[src/rtl/ptw_pkg.sv]
package ptw_pkg;

  localparam int PRESENT_BIT = 0;
  localparam int RD_OK_BIT   = 1;
  localparam int WR_OK_BIT   = 2;

  typedef enum logic [2:0] {
    FLT_NONE      = 3'd0,
    FLT_L1_ABSENT = 3'd1,
    FLT_L2_ABSENT = 3'd2,
    FLT_PERM      = 3'd3,
    FLT_BUS       = 3'd4
  } fault_e;

  typedef enum logic [1:0] {
    ST_IDLE = 2'd0,
    ST_DIR  = 2'd1,
    ST_TBL  = 2'd2,
    ST_HOLD = 2'd3
  } walk_state_e;

endpackage

[src/rtl/ptw_fetch_addr.sv]
module ptw_fetch_addr #(
  parameter int AW    = 32,
  parameter int IDX_W = 10,
  parameter int OFF_W = 12
) (
  input  logic [AW-1:0]              dir_base,
  input  logic [AW-1:0]              tbl_base,
  input  logic [2*IDX_W+OFF_W-1:0]   va,
  input  logic                       second,
  output logic [AW-1:0]              fetch_addr
);
  localparam int VA_W      = 2*IDX_W + OFF_W;
  localparam int ENT_LOG2  = 2;
  localparam int PAD_W     = AW - IDX_W - ENT_LOG2;

  logic [IDX_W-1:0] dir_idx;
  logic [IDX_W-1:0] tbl_idx;
  logic [IDX_W-1:0] use_idx;
  logic [AW-1:0]    use_base;
  logic [AW-1:0]    byte_off;

  always_comb begin
    dir_idx    = va[VA_W-1 -: IDX_W];
    tbl_idx    = va[OFF_W +: IDX_W];
    use_idx    = second ? tbl_idx : dir_idx;
    use_base   = second ? tbl_base : dir_base;
    byte_off   = {{PAD_W{1'b0}}, use_idx, {ENT_LOG2{1'b0}}};
    fetch_addr = use_base + byte_off;
  end

endmodule

[src/rtl/ptw_entry_decode.sv]
module ptw_entry_decode
  import ptw_pkg::*;
#(
  parameter int AW    = 32,
  parameter int OFF_W = 12
) (
  input  logic [AW-1:0]    entry,
  input  logic [OFF_W-1:0] page_off,
  input  logic             is_write,
  output logic             present,
  output logic             allowed,
  output logic [AW-1:0]    next_base,
  output logic [AW-1:0]    phys
);

  always_comb begin
    present   = entry[PRESENT_BIT];
    allowed   = is_write ? entry[WR_OK_BIT] : entry[RD_OK_BIT];
    next_base = {entry[AW-1:1], 1'b0};
    phys      = {entry[AW-1:OFF_W], page_off};
  end

endmodule

[src/rtl/ptw_ctrl.sv]
module ptw_ctrl
  import ptw_pkg::*;
#(
  parameter int AW    = 32,
  parameter int IDX_W = 10,
  parameter int OFF_W = 12
) (
  input  logic                     clk,
  input  logic                     rst_n,
  input  logic [AW-1:0]            dir_base,
  input  logic                     req_valid,
  output logic                     req_ready,
  input  logic [2*IDX_W+OFF_W-1:0] req_addr,
  input  logic                     req_write,
  output logic                     mem_req,
  output logic [AW-1:0]            mem_addr,
  input  logic                     mem_ack,
  input  logic [AW-1:0]            mem_data,
  input  logic                     mem_err,
  input  logic                     rsp_fire,
  output logic                     done,
  output fault_e                   done_fault,
  output logic [AW-1:0]            done_pa,
  output logic [2*IDX_W+OFF_W-1:0] cur_va,
  output logic                     cur_write
);
  localparam int VA_W = 2*IDX_W + OFF_W;

  walk_state_e      state_q, state_d;
  logic [VA_W-1:0]  va_q;
  logic             wr_q;
  logic [AW-1:0]    dir_q;
  logic [AW-1:0]    tbl_q, tbl_d;
  logic             cap_en;
  logic             tbl_en;

  logic             ent_present;
  logic             ent_allowed;
  logic [AW-1:0]    ent_next;
  logic [AW-1:0]    ent_phys;

  ptw_fetch_addr #(.AW(AW), .IDX_W(IDX_W), .OFF_W(OFF_W)) u_addr (
    .dir_base   (dir_q),
    .tbl_base   (tbl_q),
    .va         (va_q),
    .second     (state_q == ST_TBL),
    .fetch_addr (mem_addr)
  );

  ptw_entry_decode #(.AW(AW), .OFF_W(OFF_W)) u_dec (
    .entry     (mem_data),
    .page_off  (va_q[OFF_W-1:0]),
    .is_write  (wr_q),
    .present   (ent_present),
    .allowed   (ent_allowed),
    .next_base (ent_next),
    .phys      (ent_phys)
  );

  always_comb begin
    state_d    = state_q;
    tbl_d      = tbl_q;
    cap_en     = 1'b0;
    tbl_en     = 1'b0;
    done       = 1'b0;
    done_fault = FLT_NONE;
    done_pa    = '0;
    unique case (state_q)
      ST_IDLE: begin
        if (req_valid) begin
          cap_en  = 1'b1;
          state_d = ST_DIR;
        end
      end
      ST_DIR: begin
        if (mem_ack) begin
          if (mem_err) begin
            done       = 1'b1;
            done_fault = FLT_BUS;
            state_d    = ST_HOLD;
          end else if (!ent_present) begin
            done       = 1'b1;
            done_fault = FLT_L1_ABSENT;
            state_d    = ST_HOLD;
          end else begin
            tbl_en  = 1'b1;
            tbl_d   = ent_next;
            state_d = ST_TBL;
          end
        end
      end
      ST_TBL: begin
        if (mem_ack) begin
          done    = 1'b1;
          state_d = ST_HOLD;
          if (mem_err) begin
            done_fault = FLT_BUS;
          end else if (!ent_present) begin
            done_fault = FLT_L2_ABSENT;
          end else if (!ent_allowed) begin
            done_fault = FLT_PERM;
          end else begin
            done_pa = ent_phys;
          end
        end
      end
      ST_HOLD: begin
        if (rsp_fire) state_d = ST_IDLE;
      end
      default: state_d = ST_IDLE;
    endcase
  end

  always_ff @(posedge clk or negedge rst_n) begin
    if (!rst_n) state_q <= ST_IDLE;
    else        state_q <= state_d;
  end

  always_ff @(posedge clk or negedge rst_n) begin
    if (!rst_n) begin
      va_q  <= '0;
      wr_q  <= 1'b0;
      dir_q <= '0;
    end else if (cap_en) begin
      va_q  <= req_addr;
      wr_q  <= req_write;
      dir_q <= dir_base;
    end
  end

  always_ff @(posedge clk or negedge rst_n) begin
    if (!rst_n)      tbl_q <= '0;
    else if (tbl_en) tbl_q <= tbl_d;
  end

  assign req_ready = (state_q == ST_IDLE);
  assign mem_req   = (state_q == ST_DIR) || (state_q == ST_TBL);
  assign cur_va    = va_q;
  assign cur_write = wr_q;

  AST_MEM_HOLD: assert property (@(posedge clk) disable iff (!rst_n)
    mem_req && !mem_ack |=> mem_req && $stable(mem_addr));

  AST_BUS_ERR_STOP: assert property (@(posedge clk) disable iff (!rst_n)
    mem_req && mem_ack && mem_err |=> !mem_req);

  AST_DIR_ABSENT_STOP: assert property (@(posedge clk) disable iff (!rst_n)
    (state_q == ST_DIR) && mem_ack && !mem_err && !mem_data[PRESENT_BIT] |=> !mem_req);

endmodule

[src/rtl/ptw_resp.sv]
module ptw_resp
  import ptw_pkg::*;
#(
  parameter int AW   = 32,
  parameter int VA_W = 32
) (
  input  logic            clk,
  input  logic            rst_n,
  input  logic            load,
  input  fault_e          in_fault,
  input  logic [AW-1:0]   in_pa,
  input  logic [VA_W-1:0] in_va,
  input  logic            in_write,
  input  logic            rsp_ready,
  output logic            rsp_valid,
  output logic [AW-1:0]   rsp_pa,
  output fault_e          rsp_fault,
  output logic [VA_W-1:0] rsp_va,
  output logic            rsp_write
);

  logic            valid_q, valid_d;
  logic [AW-1:0]   pa_q;
  fault_e          fault_q;
  logic [VA_W-1:0] va_q;
  logic            wr_q;

  always_comb begin
    valid_d = valid_q;
    if (load)                      valid_d = 1'b1;
    else if (valid_q && rsp_ready) valid_d = 1'b0;
  end

  always_ff @(posedge clk or negedge rst_n) begin
    if (!rst_n) valid_q <= 1'b0;
    else        valid_q <= valid_d;
  end

  always_ff @(posedge clk or negedge rst_n) begin
    if (!rst_n) begin
      pa_q    <= '0;
      fault_q <= FLT_NONE;
      va_q    <= '0;
      wr_q    <= 1'b0;
    end else if (load) begin
      pa_q    <= in_pa;
      fault_q <= in_fault;
      va_q    <= in_va;
      wr_q    <= in_write;
    end
  end

  assign rsp_valid = valid_q;
  assign rsp_pa    = pa_q;
  assign rsp_fault = fault_q;
  assign rsp_va    = va_q;
  assign rsp_write = wr_q;

  AST_RSP_HOLD: assert property (@(posedge clk) disable iff (!rst_n)
    rsp_valid && !rsp_ready |=> rsp_valid && $stable({rsp_pa, rsp_fault, rsp_va, rsp_write}));

  AST_FAULT_NO_PA: assert property (@(posedge clk) disable iff (!rst_n)
    rsp_valid && (rsp_fault != FLT_NONE) |-> (rsp_pa == '0));

endmodule

[src/rtl/pt_walker.sv]
module pt_walker
  import ptw_pkg::*;
#(
  parameter int AW    = 32,
  parameter int IDX_W = 10,
  parameter int OFF_W = 12
) (
  input  logic          clk,
  input  logic          rst_n,
  input  logic [31:0]   dir_base,
  input  logic          req_valid,
  output logic          req_ready,
  input  logic [31:0]   req_addr,
  input  logic          req_write,
  output logic          mem_req,
  output logic [31:0]   mem_addr,
  input  logic          mem_ack,
  input  logic [31:0]   mem_data,
  input  logic          mem_err,
  output logic          rsp_valid,
  input  logic          rsp_ready,
  output logic [31:0]   rsp_pa,
  output logic [2:0]    rsp_fault,
  output logic [31:0]   rsp_fault_addr,
  output logic          rsp_fault_write
);
  localparam int VA_W = 2*IDX_W + OFF_W;

  logic [1:0]      rst_pipe_q;
  logic            arst_n;
  logic            done;
  fault_e          done_fault;
  logic [AW-1:0]   done_pa;
  logic [VA_W-1:0] cur_va;
  logic            cur_write;
  fault_e          fault_out;

  always_ff @(posedge clk or negedge rst_n) begin
    if (!rst_n) rst_pipe_q <= 2'b00;
    else        rst_pipe_q <= {rst_pipe_q[0], 1'b1};
  end
  assign arst_n = rst_pipe_q[1];

  ptw_ctrl #(.AW(AW), .IDX_W(IDX_W), .OFF_W(OFF_W)) u_ctrl (
    .clk        (clk),
    .rst_n      (arst_n),
    .dir_base   (dir_base),
    .req_valid  (req_valid),
    .req_ready  (req_ready),
    .req_addr   (req_addr),
    .req_write  (req_write),
    .mem_req    (mem_req),
    .mem_addr   (mem_addr),
    .mem_ack    (mem_ack),
    .mem_data   (mem_data),
    .mem_err    (mem_err),
    .rsp_fire   (rsp_valid && rsp_ready),
    .done       (done),
    .done_fault (done_fault),
    .done_pa    (done_pa),
    .cur_va     (cur_va),
    .cur_write  (cur_write)
  );

  ptw_resp #(.AW(AW), .VA_W(VA_W)) u_resp (
    .clk       (clk),
    .rst_n     (arst_n),
    .load      (done),
    .in_fault  (done_fault),
    .in_pa     (done_pa),
    .in_va     (cur_va),
    .in_write  (cur_write),
    .rsp_ready (rsp_ready),
    .rsp_valid (rsp_valid),
    .rsp_pa    (rsp_pa),
    .rsp_fault (fault_out),
    .rsp_va    (rsp_fault_addr),
    .rsp_write (rsp_fault_write)
  );

  assign rsp_fault = fault_out;

  AST_BUSY_NOT_READY: assert property (@(posedge clk) disable iff (!arst_n)
    (rsp_valid || mem_req) |-> !req_ready);

  AST_ACCEPT_CLOSES: assert property (@(posedge clk) disable iff (!arst_n)
    req_valid && req_ready |=> !req_ready);

endmodule

[config.mk]
export PLATFORM = sky130hd
export DESIGN_NAME = pt_walker
export DESIGN_NICKNAME = d
export VERILOG_FILES = /design/src/rtl/ptw_pkg.sv /design/src/rtl/ptw_fetch_addr.sv /design/src/rtl/ptw_entry_decode.sv /design/src/rtl/ptw_ctrl.sv /design/src/rtl/ptw_resp.sv /design/src/rtl/pt_walker.sv
export SDC_FILE = /design/constraint.sdc
export NUM_CORES = 1
export LEC_CHECK = 0
export BUFFER_PORTS_ARGS = -buffer_cell sky130_fd_sc_hd__buf_2
export CAP_MARGIN = 20
export CORE_MARGIN = 5
export CORE_UTILIZATION = 53
export CTS_CLUSTER_SIZE = 16
export DETAILED_ROUTE_END_ITERATION = 6
export GPL_TIMING_DRIVEN = 0
export PLACE_DENSITY = 0.84
export SLEW_MARGIN = 20
export SYNTH_ARGS = -nofsm -noshare
export SYNTH_HDL_FRONTEND = slang
export SYNTH_SLANG_ARGS = --single-unit
[constraint.sdc]
create_clock -name clk -period 5.9 [get_ports clk]
set_input_delay 1.77 -clock clk [delete_from_list [all_inputs] [get_ports clk]]
set_output_delay 1.77 -clock clk [all_outputs]
set_load 0.01 [all_outputs]
# Yosys cells after proc, flatten, opt, wreduce, memory -nomap -nowiden
# Cells that the tools add are included.
dict set report op_classes {
  n_bitwise 1
  eq_ne 7
  addsub 1
  mux 36
  n_reduce_logical 6
}
# operator count
set ops {}
lappend ops {{$mux 32} 6}
lappend ops {{$add 32x12->32} 1}
lappend ops {{$mux 1} 15}
lappend ops {{$mux 3} 5}
lappend ops {{$mux 2} 6}
lappend ops {{$mux 10} 1}
lappend ops {{$pmux 2 s4} 1}
lappend ops {{$ne 2x2->1 const B} 3}
lappend ops {{$pmux 3 s2} 1}
lappend ops {{$reduce_and 5->1} 1}
lappend ops {{$eq 2x2->1 const B} 2}
lappend ops {{$reduce_and 4->1} 1}
lappend ops {{$eq 2x1->1 const B} 1}
lappend ops {{$logic_not 2->1} 1}
lappend ops {{$ne 2x1->1 const B} 1}
lappend ops {{$pmux 1 s2} 1}
lappend ops {{$reduce_bool 2->1} 1}
lappend ops {{$logic_and 1x1->1} 1}
lappend ops {{$logic_or 1x1->1} 1}
lappend ops {{$not 1->1} 1}
dict set report totals {
  wordCells 62
  ff_bits 169
  input_bits 103
}

# Depth between registers and ports, before layout
# Gate-level depths: netlist of the first run.
dict set report logic_depth {
  ltp_word 6
  ltp_mapped 15
}

# By module
# A second synthesis of the first run with hierarchy kept.
dict set report hier_totals {
  hier_cells 679
  area_unflattened_um2 8715.9
}
# mod cells_each seq_area_each_um2 area_per_inst_um2 instances
set modules_own_cells {}
lappend modules_own_cells {ptw_ctrl 272 2477.4 4070.2 1}
lappend modules_own_cells {ptw_resp 147 1726.7 2596.2 1}
lappend modules_own_cells {ptw_fetch_addr 189 0.0 1482.7 1}
lappend modules_own_cells {ptw_entry_decode 67 0.0 506.7 1}
lappend modules_own_cells {pt_walker 4 50.0 60.1 1}

# Least setup slack after synthesis of the first run
# No wires, ideal clock.
dict set report synth_timing {
  path_kind {register to output}
  from {register u_ctrl.state_q[0]}
  to {output mem_addr[22]}
  required_ns 4.130
  arrival_ns 3.633
  n_path_buf 4
  slack_ns 0.497
  path_stages_with_launch 16
  cell_sequence {dfrtp_1 -> inv_1 -> ha_1 -> buf_6 -> buf_2 -> buf_2 -> buf_2 -> mux2_2 -> ha_1 -> fa_1 -> a211oi_1 -> o21ai_0 -> a21oi_1 -> or2_4 -> nor2_1 -> xnor2_1}
}
dict set report synth_via {
  elab_chain_cells 3
  word_cells_on_any_way 4
  classes_between {add/sub: 1; eq/ne: 1; mux: 2}
}
# item line
set synth_rtl {}
lappend synth_rtl {{from (decl)} ptw_ctrl.sv:29} ;# walk_state_e state_q, state_d;
lappend synth_rtl {{from (signal assigned)} ptw_ctrl.sv:116} ;# else state_q <= state_d;
lappend synth_rtl {{$eq 2x2->1 *} ptw_ctrl.sv:46} ;# .second (state_q == ST_TBL),
lappend synth_rtl {{$mux 32 or $mux 10 (tied branches)} {ptw_fetch_addr.sv:26, ptw_fetch_addr.sv:25}}
lappend synth_rtl {{$add 32x12->32 *} ptw_fetch_addr.sv:28} ;# fetch_addr = use_base + byte_off;
lappend synth_rtl {{to (decl)} pt_walker.sv:16} ;# output logic [31:0] mem_addr,
# Mark *: on every way between the ends. The rest lies on a longest branch, timed or not.

# Worst setup path after layout of the first run
dict set report layout_timing {
  from {register u_ctrl.state_q[0]}
  to {output mem_addr[30]}
}
# The elaborated chain is that of the path after synthesis.

==> run_results.csv, run 1 <==
group,metric,value,unit
clocking,clockBufferDepth,2,
power_and_ir_drop,internal_power,0.003941,W
floorplanning,rows,44,
drt,drt_wl_total,20240,um
sta,slew_violations,0,
finish,drive_gt1_share,51.76,%
clocking,cts_tree,"done",
drt,drc,0,
floorplanning,initial_utilization,54.17,%
drt,drtIter0Drc,316,
power_and_ir_drop,pwr-share-comb,51.5,%
power_and_ir_drop,p_leak,4.677,nW
grt,grt_use_met1,29.35,%
sta,tns,0,ns
drt,firstDrtPassIters,4,
yosys,ys_seq_elements,169,
drt,avgRoutedWirePerCell,19.98,um
clocking,hold_buffers,0,
setup_path,endpoint_kind,"output pin",
setup_path,crit_chain,"inv_2 > ha_4 > buf_12 > buf_6 > buf_4 > mux2_2 > ha_1 > nand4_1 > nor2_1 > a21oi_2 > buf_4 > or2_4 > nor4_4 > xnor2_1 > buf_2",
placed_design,dp_hpwl,14940,um
yosys,synth_cells,585,
yosys,synth_cell_types,51,
power_and_ir_drop,total_power,0.006613,W
setup_path,cpLargestDelayFamily,"buffers and inverters",
finish,syn_to_final_growth,25.33,%
yosys,synth-async-reset-ratio,100.0,%
grt,grtUsageMet3,8.359,%
grt,gr-usage-all-layers,23.69,%
clocking,htreeDepth,4,
grt,grt_max_degree,59,
placed_design,post_dp_cell_area,9215,um2
drt,avgViaCountPerCell,5.600,
setup_path,path_common_cell,"buf_4",
grt,first_global_vias,6199,
finish,final_area,9867,um2
placed_design,gp_congestion,0.8970,
yosys,syn_nets,703,
power_and_ir_drop,p_sw,0.002672,W
worst_hold_path,holdCritPathClass,"register to asynchronous set/reset pin",
yosys,synth-edff-count,0,
finish,fillers,1103,
power_and_ir_drop,seq_power_share,31.9,%
sta,relSlewSlack,51.02,%
power_and_ir_drop,peakVddDrop,345.1,uV
clocking,path_clk_slew,0.07,ns
clocking,cts_sinks,169,
power_and_ir_drop,power_density,670.2,nW/um2
clocking,clock_latency,0.43,ns
setup_path,cp.required,4.13,ns
floorplanning,die_w,131.9,um
setup_path,worstPathMaxFanout,19,
clocking,numCtsBuffers,17,
yosys,yosysTopAreaCellShare,53.72,%
yosys,yosysTopAreaCell,"dfrtp_1",
sta,fmax,174.2,MHz
grt,gr-total-overflow,0,
setup_path,slowest_stage,"dfrtp_2",
grt,top_usage_layer,"met2",
sta,hold_violations,0,
yosys,netlist_area,7873,um2
setup_path,crit_buf_inv,6,
sta,tightest_slew,0.7346,ns
floorplanning,core_area,14530,um2
floorplanning,die_h,131.9,um
run_status,outcome,"completed",
run,cap_violations,0,
floorplanning,boundaryPins,206,
finish,finalNetCount,930,
power_and_ir_drop,clockPowerShare,16.6,%
floorplanning,dieArea,17390,um2
placed_design,io_buffers,205,
power_and_ir_drop,p_sw_share,40.40,%
drt,antenna_left,0,
yosys,ys_warn_count,0,
setup_path,crit_type,"register to output pin",
yosys,synth.area.top_cells,"dfrtp_1 54%, mux2_2 22%, a22o_1 3.6%",
grt,grtUsageMet2,37.90,%
clocking,cts-root-buf,"clkbuf_16",
yosys,synth_ff_type,"dfrtp_1",
setup_path,worstPathArrival,3.97,ns
sta,setup_violations,0,
yosys,ys_seq_area_share,53.72,%
setup_path,crit_path_max_incr_delay,0.44,ns
yosys,syn_avg_cell_area,13.46,um2
grt,grt_antenna_before_repair,5,
grt,grt_pass1_wl,32890,um
sta,clock_skew,0.01106,ns
setup_path,cp-start-kind,"register",
sta,rsz0062_at_grt,"false",
sta,fin_crit_sh,97.27,%
sta,fin_crit,5.739,ns
drt,vias,5673,
==> layer usage <==
layer / up-vias / share of wire [%]
met5: - / 0.064
met4: 2 / 2.1
met3: 34 / 7.2
met2: 212 / 50
met1: 2831 / 41
li1: 2594 / -
==> sequential cells by signal, indices dropped and copies added (netlist names) <==
name	count
u_ctrl.dir_q	32
u_ctrl.cur_va	32
u_ctrl.tbl_q	31
u_resp.rsp_write	1
u_ctrl.state_q	2
rst_pipe_q	2
u_resp.rsp_pa	32
u_resp.rsp_va	32
u_ctrl.cur_write	1
u_resp.rsp_valid	1
u_resp.rsp_fault	3
==> worst reg2reg max path, stage by stage (launching register included) <==
cell      delay [ns]
dfrtp_1         0.46
inv_1           0.10
ha_1            0.26
nand2_1         0.10
clkbuf_1        0.48
clkbuf_1        0.61
mux2_2          0.41
==> Yosys cell counts (5+ instances only) <==
master / count
a21o_1: 5
a21oi_1: 20
a22o_1: 32
buf_2: 11
clkbuf_1: 13
dfrtp_1: 169
ha_1: 14
inv_1: 7
mux2_2: 153
mux2i_1: 12
nand2_1: 20
nand3_1: 11
nand4_1: 5
nor2_1: 11
nor2b_1: 7
o21ai_0: 13
xnor2_1: 19
xor2_1: 11
==> layout make-up <==
| cell class | count | area [um2] | area share [%] |
|---|---|---|---|
| tap | 184 | 230.2 | 2.333 |
| inverter | 7 | 26.28 | 0.2663 |
| clock buffer | 17 | 425.4 | 4.311 |
| sequential | 169 | 4234 | 42.91 |
| multi-input combinational | 380 | 3507 | 35.54 |
| buffer | 28 | 165.2 | 1.674 |
| timing repair buffer | 209 | 1116 | 11.31 |
| antenna | 4 | 10.01 | 0.1014 |
| clock inverter | 15 | 152.6 | 1.547 |
==> repair_timing <==
action | 4_1_cts | 5_1_grt
gates resized for setup | 12 | 6
setup endpoints to repair | 24 | 18
pin swaps | 1 | 1
buffers inserted | 1 | 0
==> kinds of logic after synthesis <==
kind of cell,after synthesis,share of synthesized area (%)
flops,169,53.72
xor+xnor,30,3.338
mux,165,23.41
fa+ha+maj,15,2.479
simple gates,76,5.690
compound gates,93,9.123
other cells,1,0.04763
buf+inv,36,2.193
==> worst paths after layout <==
kind / startpoint / to / slack, ns / depth (start not counted)
worst max-delay path: u_ctrl.state_q[0] / mem_addr[30] / 0.16 / 15
worst min-delay path: rst_pipe_q[1] / u_ctrl.cur_va[10] / 0.13 / 0
worst max register to register: u_ctrl.state_q[1] / u_ctrl.cur_va[14] / 3.37 / 6
worst min register to register: rst_pipe_q[1] / u_ctrl.cur_va[10] / 0.13 / 0
max in group asynchronous: rst_n / rst_pipe_q[1] / 4.68 / 1
min in group clk: rst_pipe_q[0] / rst_pipe_q[1] / 0.35 / 0
==> power by group through the flow <==
stage / registers, W / logic [W] / clock network, W
6_report: 0.00211 / 0.00340 / 0.00110
5_1_grt: 0.00218 / 0.00370 / 0.00117
4_1_cts: 0.00211 / 0.00340 / 0.00112
3_5_place_dp: 0.00211 / 0.00332 / 0
3_3_place_gp: 0.00211 / 0.00322 / 0
2_1_floorplan: 0.00212 / 0.00216 / 0
==> cells in the final DEF, fill, tap and decap left out, types with 11 or more instances in the layout <==
| cell | n |
|---|---|
| xnor2_1 | 19 |
| mux2_2 | 153 |
| a22o_1 | 32 |
| clkbuf_1 | 13 |
| o21ai_0 | 11 |
| nor2_1 | 11 |
| dfrtp_1 | 167 |
| xor2_1 | 11 |
| clkbuf_16 | 17 |
| mux2i_1 | 12 |
| nand3_1 | 11 |
| buf_2 | 212 |
| a21oi_1 | 19 |
| ha_1 | 13 |
| nand2_1 | 20 |
==> through the flow <==
step	setup WS (ns)	util, %	instances	hold slack, ns
2_1_floorplan	0.4967	-	585	0.3312
3_3_place_gp	-0.9571	62.81	974	0.3351
3_5_place_dp	-0.5752	63.40	977	0.1239
4_1_cts	0.03433	67.73	1009	0.1305
5_1_grt	0.003007	67.89	1013	0.1356
6_report	0.1608	67.89	1013	0.1293
Power figures use the tool's default switching activity.
==> run 2, diff against run 1 <==
Settings changed: ABC_AREA set to 1.
==> run_results.csv, run 2 <==
group,metric,value,unit
drt,antenna_left,0,
clocking,hold_buffers,0,
drt,avgViaCountPerCell,5.224,
power_and_ir_drop,seq_power_share,28.6,%
grt,first_global_vias,7147,
clocking,cts-root-buf,"clkbuf_16",
yosys,ys_warn_count,0,
setup_path,cpLargestDelayFamily,"buffers and inverters",
grt,gr-usage-all-layers,26.00,%
grt,grt_pass1_wl,36050,um
clocking,numCtsBuffers,17,
drt,drc,0,
yosys,syn_avg_cell_area,8.625,um2
yosys,syn_nets,1055,
setup_path,endpoint_kind,"output pin",
yosys,synth_mux_area_share,6.967,%
sta,tightest_slew,0.6087,ns
yosys,synth_top_family_by_area,"simple AND/OR/NAND/NOR gates",
floorplanning,die_w,133.5,um
run,cap_violations,0,
yosys,synth-edff-count,0,
power_and_ir_drop,p_sw,0.002975,W
drt,avgRoutedWirePerCell,16.65,um
sta,setup_ws,0.3487,ns
run_status,outcome,"completed",
yosys,ys_seq_area_share,52.33,%
floorplanning,dieArea,17820,um2
power_and_ir_drop,power_density,656.6,nW/um2
power_and_ir_drop,internal_power,0.003643,W
yosys,yosysTopAreaCellShare,52.33,%
sta,tns,0,ns
yosys,yosys.area_share.simple,20.82,%
yosys,synth-adder-area-share,2.415,%
yosys,yosysTopAreaCell,"dfrtp_1",
clocking,cts_resized,0,
grt,grt_max_degree,60,
floorplanning,boundaryPins,206,
sta,fin_crit_sh,94.09,%
floorplanning,core_area,15090,um2
finish,fillers,1211,
setup_path,worstPathMaxFanout,10,
yosys,synth_xor_xnor_area_share,1.842,%
yosys,synth_commonest_cells,"301 x nand2_1, 169 x dfrtp_1, 97 x inv_1, 91 x o21ai_0, 53 x nor2_1",
finish,syn_to_final_growth,24.73,%
setup_path,crit_type,"register to output pin",
setup_path,crit_chain,"inv_1 > ha_1 > buf_6 > buf_6 > buf_2 > clkbuf_2 > nand2_1 > o21ai_0 > ha_1 > fa_1 > nand2_1 > nand3_1 > nand3_1 > nand2_1 > nand2_1 > nand2_2 > nand2_1 > xor2_1 > buf_2",
placed_design,dpl_worst_slack,0.5187,ns
sta,relSlewSlack,59.42,%
clocking,path_clk_slew,0.07,ns
drt,drt_wl_total,22730,um
yosys,synth.area.top_cells,"dfrtp_1 52%, nand2_1 14%, mux2_2 7.0%",
sta,setup_violations,0,
placed_design,gp_congestion,0.9218,
setup_path,slowest_stage,"fa_1",
power_and_ir_drop,p_sw_share,44.95,%
grt,gr-total-overflow,0,
setup_path,worstPathArrival,3.78,ns
sta,fmax,180.1,MHz
yosys,synthMostInstantiatedCell,"nand2_1",
finish,final_cell_mix,"300 x nand2_1, 219 x buf_2, 168 x dfrtp_1",
finish,finalNetCount,1281,
yosys,netlist_area,8082,um2
drt,firstDrtPassIters,5,
clocking,cts_setup_buffers,0,
yosys,synth_cell_types,33,
clocking,htreeDepth,4,
floorplanning,die_h,133.5,um
setup_path,cp-start-kind,"register",
yosys,synth_ff_type,"dfrtp_1",
power_and_ir_drop,clockPowerShare,18.3,%
yosys,synth_cells,937,
setup_path,cp.required,4.13,ns
sta,fin_crit,5.551,ns
finish,drive_gt1_share,28.91,%
worst_hold_path,holdCritPathClass,"register to asynchronous set/reset pin",
drt,drtIter0Drc,452,
sta,slew_violations,0,
placed_design,dp_cells,1333,
yosys,synth_compound_area_share,8.717,%
power_and_ir_drop,peakVddDrop,379.1,uV
power_and_ir_drop,p_leak,5.447,nW
finish,post-route-util,66.80,%
finish,layoutNonFillerInstCount,1365,
setup_path,crit_path_max_incr_delay,0.44,ns
drt,vias,7131,
clocking,cts_sinks,169,
floorplanning,initial_utilization,53.56,%
placed_design,io_buffers,205,
yosys,synth-async-reset-ratio,100.0,%
floorplanning,rows,45,
clocking,cts_tree,"done",
clocking,clock_latency,0.43,ns
sta,hold_violations,0,
setup_path,crit_buf_inv,6,
power_and_ir_drop,pwr-share-comb,53.1,%
grt,grt_antenna_before_repair,3,
setup_path,path_common_cell,"nand2_1",
yosys,ys_seq_elements,169,
sta,rsz0062_at_grt,"false",
placed_design,dp_hpwl,17400,um
sta,clock_skew,0.01143,ns
finish,final_common_cell,"nand2_1",
clocking,clockBufferDepth,2,
## run 2: cell count changes in the layout (fill, tap and decap cells not counted), sizes merged, moves of 15 or more
cell and delta:
nand2 +292, mux2 -103, inv +85, o21ai +85, nor2 +51, a22o -32
xnor2 -17, a21oi +15
## run 2: worst paths after layout
check	startpoint	endpoint	slack, ns	depth (start not counted)
setup / recovery	u_ctrl.state_q[0]	mem_addr[18]	0.35	19
hold / removal	rst_pipe_q[1]	u_resp.rsp_pa[29]	0.20	0
setup reg to reg	u_ctrl.state_q[0]	u_ctrl.cur_va[29]	3.47	6
hold reg to reg	rst_pipe_q[1]	u_resp.rsp_pa[29]	0.20	0
max in group asynchronous	rst_n	rst_pipe_q[1]	4.68	1
min in group clk	rst_pipe_q[0]	rst_pipe_q[1]	0.36	0
## run 2: area by class of cell
type	instances	area [um2]	area share, %
flip-flops and latches	169	4233	41.99
multi-input cells	633	3301	32.75
repair buffers	208	1109	11.00
clock buffers	18	429.2	4.258
inverters	100	375.4	3.724
well taps	188	235.2	2.334
clock inverters	14	216.5	2.147
plain buffers	34	178.9	1.775
diodes	1	2.502	0.02483
## run 2: cell families (layout without fill, tap and decap cells)
family / after synthesis / after routing
buf+inv: 135 / 374
other cells: 1 / 2
mux: 50 / 50
compound gates: 137 / 137
xor+xnor: 17 / 17
simple gates: 413 / 413
fa+ha+maj: 15 / 15
flops: 169 / 169
## run 2: stage by stage
step	hold WS, ns	area (um2)	power, W
after CTS	0.2171	10070	0.006630
after global placement	0.3349	9343	0.005272
after detailed placement	0.2157	9429	0.005373
final	0.2038	10080	0.006619
after global routing	0.2340	10080	0.007127
after floorplan	0.3312	8082	0.004125
## run 2: metal layers
| layer | track usage [%] | vias up | part of all wire (%) |
|---|---|---|---|
| met5 | 0 | - | 0.10 |
| met4 | 9.714 | 4 | 2.8 |
| met3 | 5.816 | 52 | 6.2 |
| met2 | 43.31 | 260 | 49 |
| met1 | 33.48 | 3386 | 42 |
| li1 | - | 3429 | - |
## run 2: power groups by stage
stage	Combinational [W]	Clock [W]	Sequential [W]
6_report	0.00351	0.00121	0.00189
5_1_grt	0.00391	0.00128	0.00194
4_1_cts	0.00352	0.00123	0.00189
3_5_place_dp	0.00347	0	0.00190
3_3_place_gp	0.00338	0	0.00190
2_1_floorplan	0.00220	0	0.00193
